<file path="src/rtl/hb_readout_pkg.sv">
package hb_readout_pkg;
  localparam int unsigned STROBES = 3;
  localparam int unsigned IDX_RD  = 0;
  localparam int unsigned IDX_PL1 = 1;
  localparam int unsigned IDX_PL2 = 2;

  typedef struct packed {
    logic pl2;
    logic pl1;
    logic rd;
  } strobe_t;
endpackage

</file>
<file path="src/rtl/strobe_track.sv">
module strobe_track #(
  parameter int unsigned N = 3
) (
  input  logic         clk,
  input  logic         rst_n,
  input  logic [N-1:0] lvl_n,
  output logic [N-1:0] prev_n
);
  for (genvar i = 0; i < N; i++) begin : g_bit
    always_ff @(posedge clk or negedge rst_n) begin
      if (!rst_n) prev_n[i] <= 1'b1;
      else        prev_n[i] <= lvl_n[i];
    end
  end
endmodule

</file>
<file path="src/rtl/rx_word_buf.sv">
module rx_word_buf #(
  parameter int unsigned WORD_W = 32
) (
  input  logic              clk,
  input  logic              rst_n,
  input  logic              rx_valid,
  input  logic [WORD_W-1:0] rx_word,
  input  logic              sel,
  input  logic              rd_low,
  input  logic              rd_rise,
  output logic [WORD_W-1:0] word_q,
  output logic              sel_lat,
  output logic              rdy_n,
  output logic              ovr
);
  logic complete;
  assign complete = rd_rise & sel_lat;

  always_ff @(posedge clk or negedge rst_n) begin
    if (!rst_n) begin
      word_q  <= '0;
      sel_lat <= 1'b0;
      rdy_n   <= 1'b1;
      ovr     <= 1'b0;
    end else begin
      if (rd_low) sel_lat <= sel;
      if (rx_valid) begin
        word_q <= rx_word;
        rdy_n  <= 1'b0;
      end else if (complete) begin
        rdy_n <= 1'b1;
      end
      if (rx_valid && !rdy_n) ovr <= 1'b1;
      else if (complete)      ovr <= 1'b0;
    end
  end

  a_r2_flag_on_arrival: assert property (@(posedge clk) disable iff (!rst_n)
    rx_valid |=> !rdy_n);
  a_r5_flag_release: assert property (@(posedge clk) disable iff (!rst_n)
    (rd_rise && sel_lat && !rx_valid) |=> rdy_n);
  a_r6_overrun_set: assert property (@(posedge clk) disable iff (!rst_n)
    (rx_valid && !rdy_n) |=> ovr);
endmodule

</file>
<file path="src/rtl/repeater_cap.sv">
module repeater_cap #(
  parameter int unsigned HALF_W = 16
) (
  input  logic                clk,
  input  logic                rst_n,
  input  logic                pl1_rise,
  input  logic                pl2_rise,
  input  logic                in_read,
  input  logic [HALF_W-1:0]   half,
  output logic                tx_valid,
  output logic [2*HALF_W-2:0] tx_data
);
  logic              have_lo;
  logic [HALF_W-1:0] lo_q;

  always_ff @(posedge clk or negedge rst_n) begin
    if (!rst_n) begin
      have_lo  <= 1'b0;
      lo_q     <= '0;
      tx_valid <= 1'b0;
      tx_data  <= '0;
    end else begin
      tx_valid <= 1'b0;
      if (in_read && pl2_rise && have_lo) begin
        tx_data  <= {half[HALF_W-2:0], lo_q};
        tx_valid <= 1'b1;
        have_lo  <= 1'b0;
      end else if (in_read && pl1_rise) begin
        lo_q    <= half;
        have_lo <= 1'b1;
      end
    end
  end

  a_r8_single_pulse: assert property (@(posedge clk) disable iff (!rst_n)
    tx_valid |=> !tx_valid);
  a_r10_hold_after_capture: assert property (@(posedge clk) disable iff (!rst_n)
    (in_read && pl1_rise && !pl2_rise) |=> have_lo);
endmodule

</file>
<file path="src/rtl/hb_readout_port.sv">
module hb_readout_port #(
  parameter int unsigned WORD_W = 32
) (
  input  logic              clk,
  input  logic              rst_n,
  input  logic              rx_valid,
  input  logic [WORD_W-1:0] rx_word,
  output logic              rx_ready,
  input  logic              rd_n,
  input  logic              sel,
  input  logic              pl1_n,
  input  logic              pl2_n,
  output logic [WORD_W/2-1:0] bus_data,
  output logic              bus_oe,
  output logic              rdy_n,
  output logic              ovr,
  output logic              tx_valid,
  output logic [WORD_W-2:0] tx_data
);
  import hb_readout_pkg::*;
  localparam int unsigned HALF_W = WORD_W / 2;

  strobe_t           lvl, prev;
  logic [STROBES-1:0] rise;
  logic [WORD_W-1:0] word_q;
  logic              sel_lat;
  logic [HALF_W-1:0] cap_half;

  assign lvl = '{pl2: pl2_n, pl1: pl1_n, rd: rd_n};

  strobe_track #(.N(STROBES)) u_track (
    .clk(clk), .rst_n(rst_n), .lvl_n(lvl), .prev_n(prev)
  );

  for (genvar i = 0; i < STROBES; i++) begin : g_rise
    assign rise[i] = lvl[i] & ~prev[i];
  end

  rx_word_buf #(.WORD_W(WORD_W)) u_buf (
    .clk(clk), .rst_n(rst_n), .rx_valid(rx_valid), .rx_word(rx_word),
    .sel(sel), .rd_low(~rd_n), .rd_rise(rise[IDX_RD]),
    .word_q(word_q), .sel_lat(sel_lat), .rdy_n(rdy_n), .ovr(ovr)
  );

  assign cap_half = sel_lat ? word_q[WORD_W-1:HALF_W] : word_q[HALF_W-1:0];

  repeater_cap #(.HALF_W(HALF_W)) u_rep (
    .clk(clk), .rst_n(rst_n), .pl1_rise(rise[IDX_PL1]), .pl2_rise(rise[IDX_PL2]),
    .in_read(~prev.rd), .half(cap_half), .tx_valid(tx_valid), .tx_data(tx_data)
  );

  assign rx_ready = 1'b1;
  assign bus_oe   = ~rd_n;
  assign bus_data = sel ? word_q[WORD_W-1:HALF_W] : word_q[HALF_W-1:0];

  a_r9_forward_needs_read: assert property (@(posedge clk) disable iff (!rst_n)
    tx_valid |-> ($past(rd_n, 2) == 1'b0));
  a_r7_arrival_wins: assert property (@(posedge clk) disable iff (!rst_n)
    (rx_valid && !rd_n == 1'b0 && rise[IDX_RD]) |=> !rdy_n);
endmodule

</file>
<file path="config.mk">
export PLATFORM = sky130hd
export DESIGN_NAME = hb_readout_port
export DESIGN_NICKNAME = d
export VERILOG_FILES = /design/src/rtl/hb_readout_pkg.sv /design/src/rtl/strobe_track.sv /design/src/rtl/rx_word_buf.sv /design/src/rtl/repeater_cap.sv /design/src/rtl/hb_readout_port.sv
export SDC_FILE = /design/constraint.sdc
export NUM_CORES = 1
export LEC_CHECK = 0
export ABC_AREA = 1
export BUFFER_PORTS_ARGS = -buffer_cell sky130_fd_sc_hd__buf_2
export CAP_MARGIN = 25
export CORE_UTILIZATION = 53
export DETAILED_ROUTE_END_ITERATION = 10
export PLACE_DENSITY = 0.83
export SETUP_SLACK_MARGIN = 0.5
export SYNTH_ARGS = -nofsm -noshare
export SYNTH_HDL_FRONTEND = slang
export SYNTH_SLANG_ARGS = --single-unit
</file>
<file path="constraint.sdc">
create_clock -name clk -period 1.3 [get_ports clk]
set_input_delay 0.065 -clock clk [delete_from_list [all_inputs] [get_ports clk]]
set_output_delay 0.065 -clock clk [all_outputs]
set_load 0.005 [all_outputs]
</file>
---- Yosys cells after proc, flatten, opt, wreduce, memory -nomap -nowiden ----
Cells that the tools add are included.
storage, ports and cells
  register bits ........................... 87
  bits of input ports ..................... 39
  output and inout port bits .............. 52
  word-level logic and storage cells ...... 38
operators by class
  muxes and demuxes ....................... 9
  reduce and logical (&&, ||, !) cells .... 9
  bitwise gates (word level) .............. 9
operator list
  operator             count
  two-way mux 16 bit   2
  two-way mux 1 bit    7
  nonzero test 2 bit   3
  NOT 1 bit            5
  AND 1 bit            4
  logical AND 1 bit    4
  AND reduction 2 bit  1
  zero test 1 bit      1

---- Logic depth before layout (Yosys ltp) ----
  depth in word-level cells ............... 6
  gate-level depth with buffers ........... 7

---- By module ----
Synthesis repeated with hierarchy kept, for this count alone.
second synthesis, totals
  cell total of the unflattened synthesis .. 472
  area total of the unflattened synthesis .. 3903.7 µm²
by module, submodules not included
  module           area an instance (µm²)  cells an instance  times used
  repeater_cap     1880.6                  209                1
  rx_word_buf      1448.9                  147                1
  hb_readout_port  495.5                   113                1
  strobe_track     78.8                    3                  1

---- Worst setup path before layout ----
OpenSTA, ideal clock, no wires.
  path type ............................... register to register
  start ................................... reg u_track.prev_n[0]
  end ..................................... reg u_rep.lo_q[10]
  data arrival time ....................... 1.052 ns
  period minus slack after synthesis ...... 1.168 ns
  cell stages (with the launch flop) ...... 7
  setup slack ............................. 0.132 ns
  path through ............................ dfstp_2 -> nor2_1 -> nand2_2 -> nand2_2 -> buf_4 -> nand2_1 -> nand2_1
on the way
  word-level cells in the longest chain between the ends .. 5
  elaborated cells between the ends (all ways) .. 6
  classes of those cells .................. bitwise: 2; reduce/logical: 4
ends and longest elaborated chain
  item                                      RTL line               RTL
  start: declaration                        strobe_track.sv:7      output logic [N-1:0] prev_n
  start signal: indexed assignment          strobe_track.sv:12     else prev_n[i] <= lvl_n[i];
  NOT 1 bit (*)                             hb_readout_port.sv:49  .in_read(~prev.rd), .half(cap_half), .tx_valid(tx_valid), .tx_data(tx_data)
  logical AND 1 bit (2 in a row)            repeater_cap.sv:24     if (in_read && pl2_rise && have_lo) begin
  NOT 1 bit (no source line)                --
  AND reduction 2 bit (no source line) (*)  --
  end signal: assignment                    repeater_cap.sv:29     lo_q <= half;
  end: declaration                          repeater_cap.sv:14     logic [HALF_W-1:0] lo_q;
Mark *: on every way between the ends. The rest lies on a longest branch, timed or not.
A chain may end at the register's enable or synchronous reset.

---- Final worst setup path ----
  start ................................... reg u_track.prev_n[0]
  end ..................................... reg u_rep.lo_q[15]
The elaborated chain is that of the path after synthesis.

==> run_results.csv <==
group,metric,value,unit
status,status,"complete, no violations",
yosys,syn-num-nets,457,
clock_tree,cts_buffers,9,
floorplanning,core,6490,µm²
yosys,async_flop_share,100,%
grt,overflow,0,
route,detail_route.first_pass.iterations,5,
route,drc,0,
timing,fmax,814,MHz
place,routabilityCongestion,0.817,
grt,grt_max_degree,88,
grt,grt_pass1_wl,15.4,mm
place,dp_cells,568,
power_and_ir_drop,p_leak,3.03,nW
critical_path,endpoint_kind,"flip-flop",
yosys,ys_types,17,
route,finalWirelength,10.6,mm
yosys,synthCells,418,
clock_tree,clock-sinks,87,
critical_path,slowest_delay,0.56,ns
place,io_buffers,89,
layout,drive_above_1_share,38.2,%
clock_tree,clk_pin_slew,0.09,ns
timing,setup_tns,0,ns
route,vias,3605,
yosys,yosysSeqAreaShare,59.7,%
place,hpwl,5.25,mm
yosys,synthesis.area,3650,µm²
critical_path,crit_fanout,8,
power_and_ir_drop,power_density,1410,nW/µm²
yosys,synth_edf_count,0,
floorplanning,row_count,29,
critical_path,slowest_stage,"dfstp_2",
yosys,synth.top_cell.area_share,56.8,%
hold_path,worstHoldStart,"rd_n",
timing,hold_violations,0,
yosys,ys_top_cells_by_area,"dfrtp_1 57%, nand2_1 22%, mux2_1 4.9%, o21ai_0 4.5%, dfstp_2 2.9%",
layout,layout.nets,636,
floorplanning,die_y,85.0,µm
clock_tree,cts_root_buf,"clkbuf_8",
timing,fin_skew,0.00679,ns
layout,area_delta_synth_final,51.2,%
route,ant_nets,0,
floorplanning,die_x,85.0,µm
clock_tree,cts_htree_levels,3,
critical_path,worstPathArrival,1.47,ns
timing,period_share,94.5,%
grt,grt_use_total,27.5,%
yosys,ys_warn_count,0,
clock_tree,tritoncts,"built",
yosys,synth_flop_cell,"dfrtp_1",
clock_tree,clk_latency,0.36,ns
route,drt_first_iter_violations,349,
timing,final-max-slew-violation-count,0,
layout,antenna_cells,0,
layout,layoutNonFillerInstCount,679,
timing,period_minus_slack,1.23,ns
hold_path,worst_hold_path_type,"in2reg",
critical_path,path_class,"reg2reg",
critical_path,crit_start,"u_track.prev_n[0]",
grt,grt_antenna_before_repair,0,
power_and_ir_drop,total_power,7.80,mW
critical_path,worstSetupStartpointType,"flip-flop",
floorplanning,pin_count,91,
critical_path,cp_data_required_time,1.54,ns
floorplanning,die_area,7230,µm²
route,via_per_inst,5.31,
timing,grt_setup_unrepaired,"yes",
power_and_ir_drop,peakVddDrop,0.903,mV
critical_path,r2r-start,"u_track.prev_n[0]",
yosys,ys_ff_latch,87,
critical_path,crit_chain,"buf_6, nor2_4, buf_12, buf_8, nand3_2, nand2_1",
route,avgRoutedWirePerCell,15.6,µm
clock_tree,clock_path_buffers,2,
floorplanning,start_util,56.3,%
grt,grt_pass1_vias,3282,
yosys,synth_area_per_cell,8.74,µm²
timing,finalSetupViolCount,0,
flow_run,max-cap-violations,0,
yosys,synth.largest_area_cell,"dfrtp_1",
## synth_stat cells (4+ instances only)
cell type and number:
nand2_1 214, mux2_1 16, dfrtp_1 83, dfstp_2 4
buf_2 10, buf_4 6, clkbuf_1 7, nand3_1 16
inv_1 18, o21ai_0 33
## cells by family (layout without fill, tap and decap cells)
| logic type | after synthesis | in the layout | synth area share (%) |
|---|---|---|---|
| other | 1 | 1 | 0.103 |
| buffers and inverters | 45 | 228 | 5.58 |
| flip-flops | 87 | 87 | 59.7 |
| multiplexers | 16 | 16 | 4.93 |
| AO/OA/AOI/OAI | 34 | 34 | 4.66 |
| AND/OR/NAND/NOR | 235 | 236 | 25.0 |
## power by group
part,leakage [nW],switching (mW),internal (mW)
logic,1.85,0.988,1.17
clock network,0.104,1.01,1.10
registers,1.08,0.310,3.23
total,3.03,2.30,5.49
## final cells by class
cell class	instances	area (µm²)
clock buffers	10	128
clock inverters	6	92.6
fillers	309	970
inverters	22	100
multi-input cells	287	1460
flip-flops and latches	87	2180
well taps	77	96.3
repair buffers	190	1460
## through the flow
stage	hold slack [ns]	utilization [%]	setup slack [ns]	area [µm²]
2_1_floorplan	-0.231	-	0.182	3730
3_3_place_gp	0.132	64.2	0.0575	4170
3_5_place_dp	0.136	64.2	0.00585	4170
4_1_cts	0.0644	79.2	0.134	5150
5_1_grt	0.0862	85.1	0.0485	5530
6_report	0.0739	85.1	0.0717	5530
## flip-flops by register name, indices dropped and copies added (netlist names)
register,cells
u_rep.tx_valid,1
u_track.prev_n,3
u_rep.have_lo,1
u_buf.word_q,32
u_buf.rdy_n,1
u_rep.tx_data,31
u_rep.lo_q,16
u_buf.sel_lat,1
u_buf.ovr,1
## path summary, 6_finish.rpt
| path | end | slack, ns | cells past startpoint |
|---|---|---|---|
| min in group asynchronous | u_rep.tx_data[2] | 0.25 | 3 |
| setup / recovery | u_rep.lo_q[15] | 0.07 | 6 |
| setup reg to reg | u_rep.lo_q[15] | 0.07 | 6 |
| hold / removal | u_buf.sel_lat | 0.07 | 4 |
| max in group asynchronous | u_buf.rdy_n | 0.64 | 3 |
| hold reg to reg | u_rep.tx_data[8] | 0.48 | 2 |
## worst max-delay path: cells and delay by family, from the launching register on
kind	cells	cell delay (ns)
flops	1	0.56
buf+inv	3	0.37
simple gates	3	0.18
## timing repair
action,in CTS,in global routing
setup buffers,34,23
hold buffers,36,0
endpoints found under the setup margin,105,119
pin swaps,5,12
gates cloned,2,0
hold endpoints to repair,118,0
resized for setup,40,61
## per-layer routing
metal / global-route usage [%] / vias to the layer above / share of wire (%)
met4: 10.5 / 0 / 2.5
li1: - / 1651 / -
met5: 0 / - / 0
met1: 38.4 / 1743 / 42
met2: 44.1 / 181 / 50
met3: 3.89 / 30 / 6.0
## cells in the final DEF (no fill, tap or decap), types with 2 or more instances in the layout
master / Yosys / routed
nand2_1: 214 / 208
buf_2: 10 / 88
dfrtp_1: 83 / 83
buf_4: 6 / 42
dlygate4sd3_1: 0 / 36
o21ai_0: 33 / 15
buf_6: 0 / 15
mux2_4: 0 / 13
inv_2: 2 / 12
o21ai_1: 0 / 10
clkbuf_8: 0 / 9
o21ai_2: 0 / 8
inv_1: 18 / 8
nand3_2: 0 / 8
nand3_1: 16 / 7
buf_12: 0 / 6
nand2_4: 0 / 4
nand2_2: 2 / 4
dfstp_2: 4 / 4
inv_6: 0 / 3
mux2_1: 16 / 3
nor2_2: 0 / 2
bufinv_16: 0 / 2
clkinvlp_4: 0 / 2
buf_8: 0 / 2
(Power assumes the default switching activity.)
